`src/rtl/cru_pkg.sv`:
```
package cru_pkg;
  typedef enum logic [4:0] {
    OP_NOP  = 5'd0,
    OP_SLT  = 5'd1,  OP_SLTU = 5'd2,
    OP_SGT  = 5'd3,  OP_SGTU = 5'd4,
    OP_SLE  = 5'd5,  OP_SLEU = 5'd6,
    OP_SGE  = 5'd7,  OP_SGEU = 5'd8,
    OP_SEQ  = 5'd9,  OP_SNE  = 5'd10,
    OP_BEQZ = 5'd11, OP_BNEZ = 5'd12,
    OP_BLTZ = 5'd13, OP_BGEZ = 5'd14,
    OP_BEQ  = 5'd15, OP_BNE  = 5'd16,
    OP_BFPT = 5'd17, OP_BFPF = 5'd18,
    OP_J    = 5'd19, OP_JAL  = 5'd20,
    OP_JR   = 5'd21, OP_JALR = 5'd22
  } op_e;

  typedef struct packed {
    logic eq;
    logic lt_s;
    logic lt_u;
    logic a_zero;
    logic a_neg;
  } cmp_flags_t;

  typedef struct packed {
    logic set_bit;
    logic br_take;
    logic jump;
    logic jump_reg;
    logic link;
  } decide_t;
endpackage

```
`src/rtl/cru_compare.sv`:
```
module cru_compare
  import cru_pkg::*;
#(
  parameter int XLEN = 64
) (
  input  logic [XLEN-1:0] a_i,
  input  logic [XLEN-1:0] b_i,
  output cmp_flags_t      flags_o
);
  always_comb begin
    flags_o.eq     = (a_i == b_i);
    flags_o.lt_u   = (a_i < b_i);
    flags_o.lt_s   = ($signed(a_i) < $signed(b_i));
    flags_o.a_zero = (a_i == '0);
    flags_o.a_neg  = a_i[XLEN-1];
  end
endmodule

```
`src/rtl/cru_target.sv`:
```
module cru_target #(
  parameter int XLEN  = 64,
  parameter int OFF_W = 16,
  parameter int JT_W  = 26
) (
  input  logic [XLEN-1:0]  pc_i,
  input  logic [OFF_W-1:0] off_i,
  input  logic [JT_W-1:0]  jfield_i,
  output logic [XLEN-1:0]  pc4_o,
  output logic [XLEN-1:0]  br_tgt_o,
  output logic [XLEN-1:0]  jimm_tgt_o
);
  localparam int SEXT_W = XLEN - OFF_W - 2;
  localparam int HI_W   = XLEN - JT_W - 2;

  logic [XLEN-1:0] off_x;

  assign pc4_o      = pc_i + XLEN'(4);
  assign off_x      = {{SEXT_W{off_i[OFF_W-1]}}, off_i, 2'b00};
  assign br_tgt_o   = pc4_o + off_x;
  assign jimm_tgt_o = {pc4_o[XLEN-1 -: HI_W], jfield_i, 2'b00};
endmodule

```
`src/rtl/cru_decide.sv`:
```
module cru_decide
  import cru_pkg::*;
(
  input  logic [4:0]  op_i,
  input  cmp_flags_t  flags_i,
  input  logic        fp_cond_i,
  output decide_t     dec_o
);
  op_e op;
  assign op = op_e'(op_i);

  always_comb begin
    dec_o = '0;
    unique case (op)
      OP_SLT:  dec_o.set_bit = flags_i.lt_s;
      OP_SLTU: dec_o.set_bit = flags_i.lt_u;
      OP_SGT:  dec_o.set_bit = !flags_i.lt_s && !flags_i.eq;
      OP_SGTU: dec_o.set_bit = !flags_i.lt_u && !flags_i.eq;
      OP_SLE:  dec_o.set_bit = flags_i.lt_s || flags_i.eq;
      OP_SLEU: dec_o.set_bit = flags_i.lt_u || flags_i.eq;
      OP_SGE:  dec_o.set_bit = !flags_i.lt_s;
      OP_SGEU: dec_o.set_bit = !flags_i.lt_u;
      OP_SEQ:  dec_o.set_bit = flags_i.eq;
      OP_SNE:  dec_o.set_bit = !flags_i.eq;
      OP_BEQZ: dec_o.br_take = flags_i.a_zero;
      OP_BNEZ: dec_o.br_take = !flags_i.a_zero;
      OP_BLTZ: dec_o.br_take = flags_i.a_neg;
      OP_BGEZ: dec_o.br_take = !flags_i.a_neg;
      OP_BEQ:  dec_o.br_take = flags_i.eq;
      OP_BNE:  dec_o.br_take = !flags_i.eq;
      OP_BFPT: dec_o.br_take = fp_cond_i;
      OP_BFPF: dec_o.br_take = !fp_cond_i;
      OP_J:    dec_o.jump = 1'b1;
      OP_JAL:  begin dec_o.jump = 1'b1; dec_o.link = 1'b1; end
      OP_JR:   begin dec_o.jump = 1'b1; dec_o.jump_reg = 1'b1; end
      OP_JALR: begin dec_o.jump = 1'b1; dec_o.jump_reg = 1'b1; dec_o.link = 1'b1; end
      default: dec_o = '0;
    endcase
  end
endmodule

```
`src/rtl/cond_resolve_unit.sv`:
```
module cond_resolve_unit
  import cru_pkg::*;
#(
  parameter int XLEN     = 64,
  parameter int OFF_W    = 16,
  parameter int JT_W     = 26,
  parameter int RIDX_W   = 5,
  parameter int LINK_REG = 31
) (
  input  logic              clk_i,
  input  logic              rst_ni,
  input  logic [4:0]        op_i,
  input  logic [XLEN-1:0]   rs_a_i,
  input  logic [XLEN-1:0]   rs_b_i,
  input  logic [XLEN-1:0]   pc_i,
  input  logic [OFF_W-1:0]  br_off_i,
  input  logic [JT_W-1:0]   jmp_field_i,
  input  logic              fp_cond_i,
  output logic [XLEN-1:0]   set_o,
  output logic              taken_o,
  output logic [XLEN-1:0]   next_pc_o,
  output logic              link_we_o,
  output logic [RIDX_W-1:0] link_rd_o,
  output logic [XLEN-1:0]   link_o
);
  localparam logic [RIDX_W-1:0] LINK_IDX = RIDX_W'(LINK_REG);

  cmp_flags_t      flags;
  decide_t         dec;
  logic [XLEN-1:0] pc4, br_tgt, jimm_tgt, npc_d;
  logic            primed_q;

  cru_compare #(.XLEN(XLEN)) u_cmp (
    .a_i(rs_a_i), .b_i(rs_b_i), .flags_o(flags)
  );

  cru_target #(.XLEN(XLEN), .OFF_W(OFF_W), .JT_W(JT_W)) u_tgt (
    .pc_i(pc_i), .off_i(br_off_i), .jfield_i(jmp_field_i),
    .pc4_o(pc4), .br_tgt_o(br_tgt), .jimm_tgt_o(jimm_tgt)
  );

  cru_decide u_dec (
    .op_i(op_i), .flags_i(flags), .fp_cond_i(fp_cond_i), .dec_o(dec)
  );

  always_comb begin
    if (dec.jump)         npc_d = dec.jump_reg ? rs_a_i : jimm_tgt;
    else if (dec.br_take) npc_d = br_tgt;
    else                  npc_d = pc4;
  end

  always_ff @(posedge clk_i or negedge rst_ni) begin
    if (!rst_ni) begin
      set_o     <= '0;
      taken_o   <= 1'b0;
      next_pc_o <= '0;
      link_we_o <= 1'b0;
      link_rd_o <= '0;
      link_o    <= '0;
      primed_q  <= 1'b0;
    end else begin
      set_o     <= {{(XLEN-1){1'b0}}, dec.set_bit};
      taken_o   <= dec.jump || dec.br_take;
      next_pc_o <= npc_d;
      link_we_o <= dec.link;
      link_rd_o <= dec.link ? LINK_IDX : '0;
      link_o    <= dec.link ? pc4 : '0;
      primed_q  <= 1'b1;
    end
  end

  // assertions
  p_set_bool_r1: assert property (@(posedge clk_i) disable iff (!rst_ni)
    set_o <= XLEN'(1));

  p_set_no_take_r1: assert property (@(posedge clk_i) disable iff (!rst_ni)
    (set_o != '0) |-> !taken_o);

  p_fallthrough_r9: assert property (@(posedge clk_i) disable iff (!rst_ni || !primed_q)
    !taken_o |-> (next_pc_o == $past(pc_i) + XLEN'(4)));

  p_jump_taken_r10: assert property (@(posedge clk_i) disable iff (!rst_ni || !primed_q)
    ($past(op_i) inside {OP_J, OP_JAL, OP_JR, OP_JALR}) |-> taken_o);

  p_link_addr_r11: assert property (@(posedge clk_i) disable iff (!rst_ni || !primed_q)
    link_we_o |-> (link_o == $past(pc_i) + XLEN'(4) && link_rd_o == LINK_IDX));

  p_link_only_jal_r11: assert property (@(posedge clk_i) disable iff (!rst_ni || !primed_q)
    link_we_o |-> ($past(op_i) inside {OP_JAL, OP_JALR}));
endmodule

```
`config.mk`:
```
export PLATFORM = sky130hd
export DESIGN_NAME = cond_resolve_unit
export DESIGN_NICKNAME = d
export VERILOG_FILES = /design/src/rtl/cru_pkg.sv /design/src/rtl/cru_compare.sv /design/src/rtl/cru_target.sv /design/src/rtl/cru_decide.sv /design/src/rtl/cond_resolve_unit.sv
export SDC_FILE = /design/constraint.sdc
export NUM_CORES = 1
export LEC_CHECK = 0
export ABC_AREA = 1
export BUFFER_PORTS_ARGS = -buffer_cell sky130_fd_sc_hd__buf_4
export CAP_MARGIN = 10
export CELL_PAD_IN_SITES_DETAIL_PLACEMENT = 0
export CELL_PAD_IN_SITES_GLOBAL_PLACEMENT = 1
export CORE_AREA = 2 2 216 218
export CTS_BUF_LIST = sky130_fd_sc_hd__clkbuf_16
export DETAILED_ROUTE_END_ITERATION = 10
export DIE_AREA = 0 0 218 220
export PLACE_DENSITY = 0.85
export SYNTH_ARGS = -nofsm -noshare
export SYNTH_HDL_FRONTEND = slang
export SYNTH_SLANG_ARGS = --single-unit
```
`constraint.sdc`:
```
create_clock -name clk_i -period 0.8 [get_ports clk_i]
set_input_delay 0.16 -clock clk_i [delete_from_list [all_inputs] [get_ports clk_i]]
set_output_delay 0.16 -clock clk_i [all_outputs]
set_load 0.05 [all_outputs]
```
==> results.py <==
metrics = {
    "critical_path": {
        "cp_data_arrival_time_ps": 3280,
        "cp_cell_sequence": "buf_8, clkinvlp_4, nor3_4, nand2_2, buf_6, nor2_4, nand4_1, xor2_4, ha_4, buf_6, nand2_4, buf_6, buf_6, nor4_4, buf_4, a21oi_4, nand2_1, nand2_1, nand3_2, nand3_2",
        "cpPeakStageDelay_ps": 380,
        "path_depth": 20,
        "worstSetupStartpointType": "primary input",
        "crit_type": "primary input to flop",
        "path_common_cell": "buf_6",
        "worstPathRequired_ps": 1190,
        "crit_buf_inv": 7,
        "critPathMaxFanout": 3,
        "slowest_stage": "nand4_1",
        "critical-path-top-delay-family": "simple AND/OR/NAND/NOR gates",
        "crit_path_end_kind": "flop",
    },
    "power_and_ir_drop": {
        "p_leak_nw": 15.4,
        "powerDensity_nw_per_um2": 1140,
        "p_int_w": 0.0203,
        "p_seq_share_pct": 20.6,
        "ir_drop_mv": 1.37,
        "pwr-share-clk_pct": 23.9,
        "p_sw_w": 0.0155,
        "combPwrFrac_pct": 55.5,
        "swShare_pct": 43.4,
    },
    "place": {
        "dpl_worst_slack_ps": -3290,
        "placed_cells": 4080,
        "place_congestion": 1.01,
        "dp_hpwl_um": 69500,
        "io_buffers": 377,
        "placed_cell_area_um2": 24700,
    },
    "route": {
        "postRouteAntennaNets": 0,
        "drc": 0,
        "first_pass_iters": 5,
        "drt-total-wl_um": 87200,
        "drt-wirelength-per-cell_um": 20.5,
        "routed_via_density": 4.97,
        "drt_iter0_markers": 1246,
        "vias": 21188,
    },
    "final_layout": {
        "syn_to_final_growth_pct": 110,
        "drive_above_1_share_pct": 58.1,
        "diodes": 0,
        "layoutNonFillerInstCount": 4260,
        "fin_util_pct": 68.4,
        "final_cell_area_um2": 31400,
        "nNetsFinal": 4024,
        "fillers": 3811,
    },
    "yosys": {
        "synth_most_common_cell": "nand2_1",
        "synth-edff-count": 0,
        "synth-seq-area-share_pct": 21.9,
        "yosys_most_used_dff": "dfrtp_1",
        "avgSynthCellArea_um2": 6.15,
        "ys_warn_count": 0,
        "synthCells": 2432,
        "synth_common_cells": "657 x nand2_1, 386 x nor2_1, 355 x inv_1, 151 x a21oi_1, 141 x ha_1",
        "synth_top_cell_area_share_pct": 21.9,
        "synth-seq-cells": 131,
        "synth-async-reset-ratio_pct": 100,
        "synthTopCellsByArea": "dfrtp_1 22%, nand2_1 16%, ha_1 12%",
        "yosysUniqueCellTypes": 43,
        "netlist_area_um2": 15000,
        "synth_top_area_cell": "dfrtp_1",
    },
    "global_route": {
        "overflow": 0,
        "grt_max_degree": 50,
        "grt_usage_pct": 34.6,
        "grt_pass1_wl_um": 122000,
        "antenna_found_initial": 0,
        "grt_pass1_vias": 20563,
    },
    "timing": {
        "fin_crit_sh_pct": 361,
        "hold_viol": 0,
        "fin_hold_ws_ps": 26.4,
        "setup_viol": 267,
        "rsz0062_at_grt": "yes",
        "fmax_mhz": 346,
        "slew_headroom_pct": 59.5,
        "period_needed_ps": 2890,
        "drv_slew": 0,
        "fin_ws_ps": -2090,
        "tightest_slew_ps": 600,
    },
    "die": {
        "ios": 441,
        "die_area_um2": 48000,
        "die_h_um": 220,
        "die_x_um": 218,
        "start_util_pct": 32.6,
        "num_rows": 79,
        "core-area_um2": 45900,
    },
    "outcome": {
        "status": "finished with violations",
        "violations": "negative setup slack",
    },
    "cts": {
        "path_clk_slew_ps": 60,
        "clockBufferDepth": 2,
        "h-tree-depth": 4,
        "cts_tree": "built",
        "root_buffer": "clkbuf_16",
        "numCtsBuffers": 17,
        "clock_sinks": 131,
    },
    "flow_run": {
        "drv_cap": 0,
    },
    "worst_hold_path": {
        "hp-class": "primary input to flop",
        "hold_depth": 3,
    },
}
## cells by family (layout without fill, tap and decap cells)
logic type	count (synthesis)	count (layout)	share of synthesized area (%)
AND/OR/NAND/NOR	1279	1279	34.8
AO/OA/AOI/OAI	334	334	12.9
XOR/XNOR	81	81	4.74
adder cells (fa/ha/maj)	142	142	11.9
other	1	63	0.0251
flip-flops	131	131	21.9
buffers and inverters	464	1623	13.7
## tightest hold or removal path: cells and delay by family
kind	cells	cell delay, ps
buffers and inverters	1	80
AO/OA/AOI/OAI	2	240
## power groups by stage
stage               clock, W  combinational [W]  sequential (W)
CTS                  0.00864             0.0176         0.00736
floorplan                  0            0.00625         0.00919
global route         0.00892             0.0210         0.00739
finish               0.00856             0.0199         0.00737
detailed placement         0             0.0156         0.00746
global placement           0             0.0155         0.00748
## per-layer routing
metal / vias up / routed length [µm] / track usage (%)
met5: - / 0 / 0
met4: 0 / 5010 / 17.5
met1: 10099 / 35400 / 41.8
met2: 807 / 42100 / 59.4
li1: 10066 / - / -
met3: 216 / 4760 / 5.40
## path summary, 6_finish.rpt
path,slack [ps],endpoint,startpoint
worst max-delay path,-2090,next_pc_o[57]$_DFF_PN0_,pc_i[13]
worst min-delay path,30,next_pc_o[14]$_DFF_PN0_,jmp_field_i[12]
max in group asynchronous,250,link_rd_o[3]$_DFF_PN0_,rst_ni
min in group asynchronous,200,link_o[4]$_DFF_PN0_,rst_ni
## flip-flops by register name, indices dropped and copies added, names as in the netlist
name       count
taken_o        1
link_o        64
link_rd_o      1
set_o          1
next_pc_o     64
## cell usage in the layout, fill, tap and decap left out, types with 12 or more instances in the layout
master,count
nand2_1,451
nor3_4,22
conb_1,63
buf_6,112
nor2_2,71
buf_4,1063
xor2_1,21
ha_4,84
a21oi_4,35
nand3_2,40
nand4_1,32
o21ai_2,21
dlygate4sd3_1,32
xor2_4,15
nor2_4,110
o21ai_1,18
dfrtp_1,129
nor3_2,13
o21ai_0,37
a21oi_1,78
clkbuf_16,17
xor2_2,28
a21oi_2,39
nand2_4,62
o21bai_1,12
o211ai_1,42
nand3_1,66
nor2_1,211
inv_4,24
ha_1,57
nand2_2,138
buf_12,21
nand3_4,23
inv_2,101
inv_1,227
## stage by stage
stage	power, W	setup TNS (ps)
after floorplan	0.0154	-123470
after global placement	0.0229	-228220
after detailed placement	0.0231	-229830
after CTS	0.0336	-191840
after global routing	0.0373	-210510
final	0.0358	-196110
## timing repair
| item | in CTS | in global routing |
|---|---|---|
| hold buffers | 32 | 0 |
| buffers inserted | 66 | 58 |
| endpoints found under the setup margin | 267 | 267 |
| resized for setup | 601 | 525 |
| endpoints found under the hold margin | 161 | 0 |
| pin swaps | 195 | 254 |
## cell type report
| cell class | count | area, µm² | share of cell area, % |
|---|---|---|---|
| multi-input cells | 1899 | 15200 | 48.5 |
| repair buffers | 1234 | 10100 | 32.1 |
| flip-flops and latches | 131 | 3280 | 10.5 |
| inverters | 357 | 1430 | 4.56 |
| well taps | 607 | 759 | 2.42 |
| clock buffers | 17 | 425 | 1.36 |
| clock inverters | 15 | 173 | 0.551 |
(Power assumes the default switching activity.)
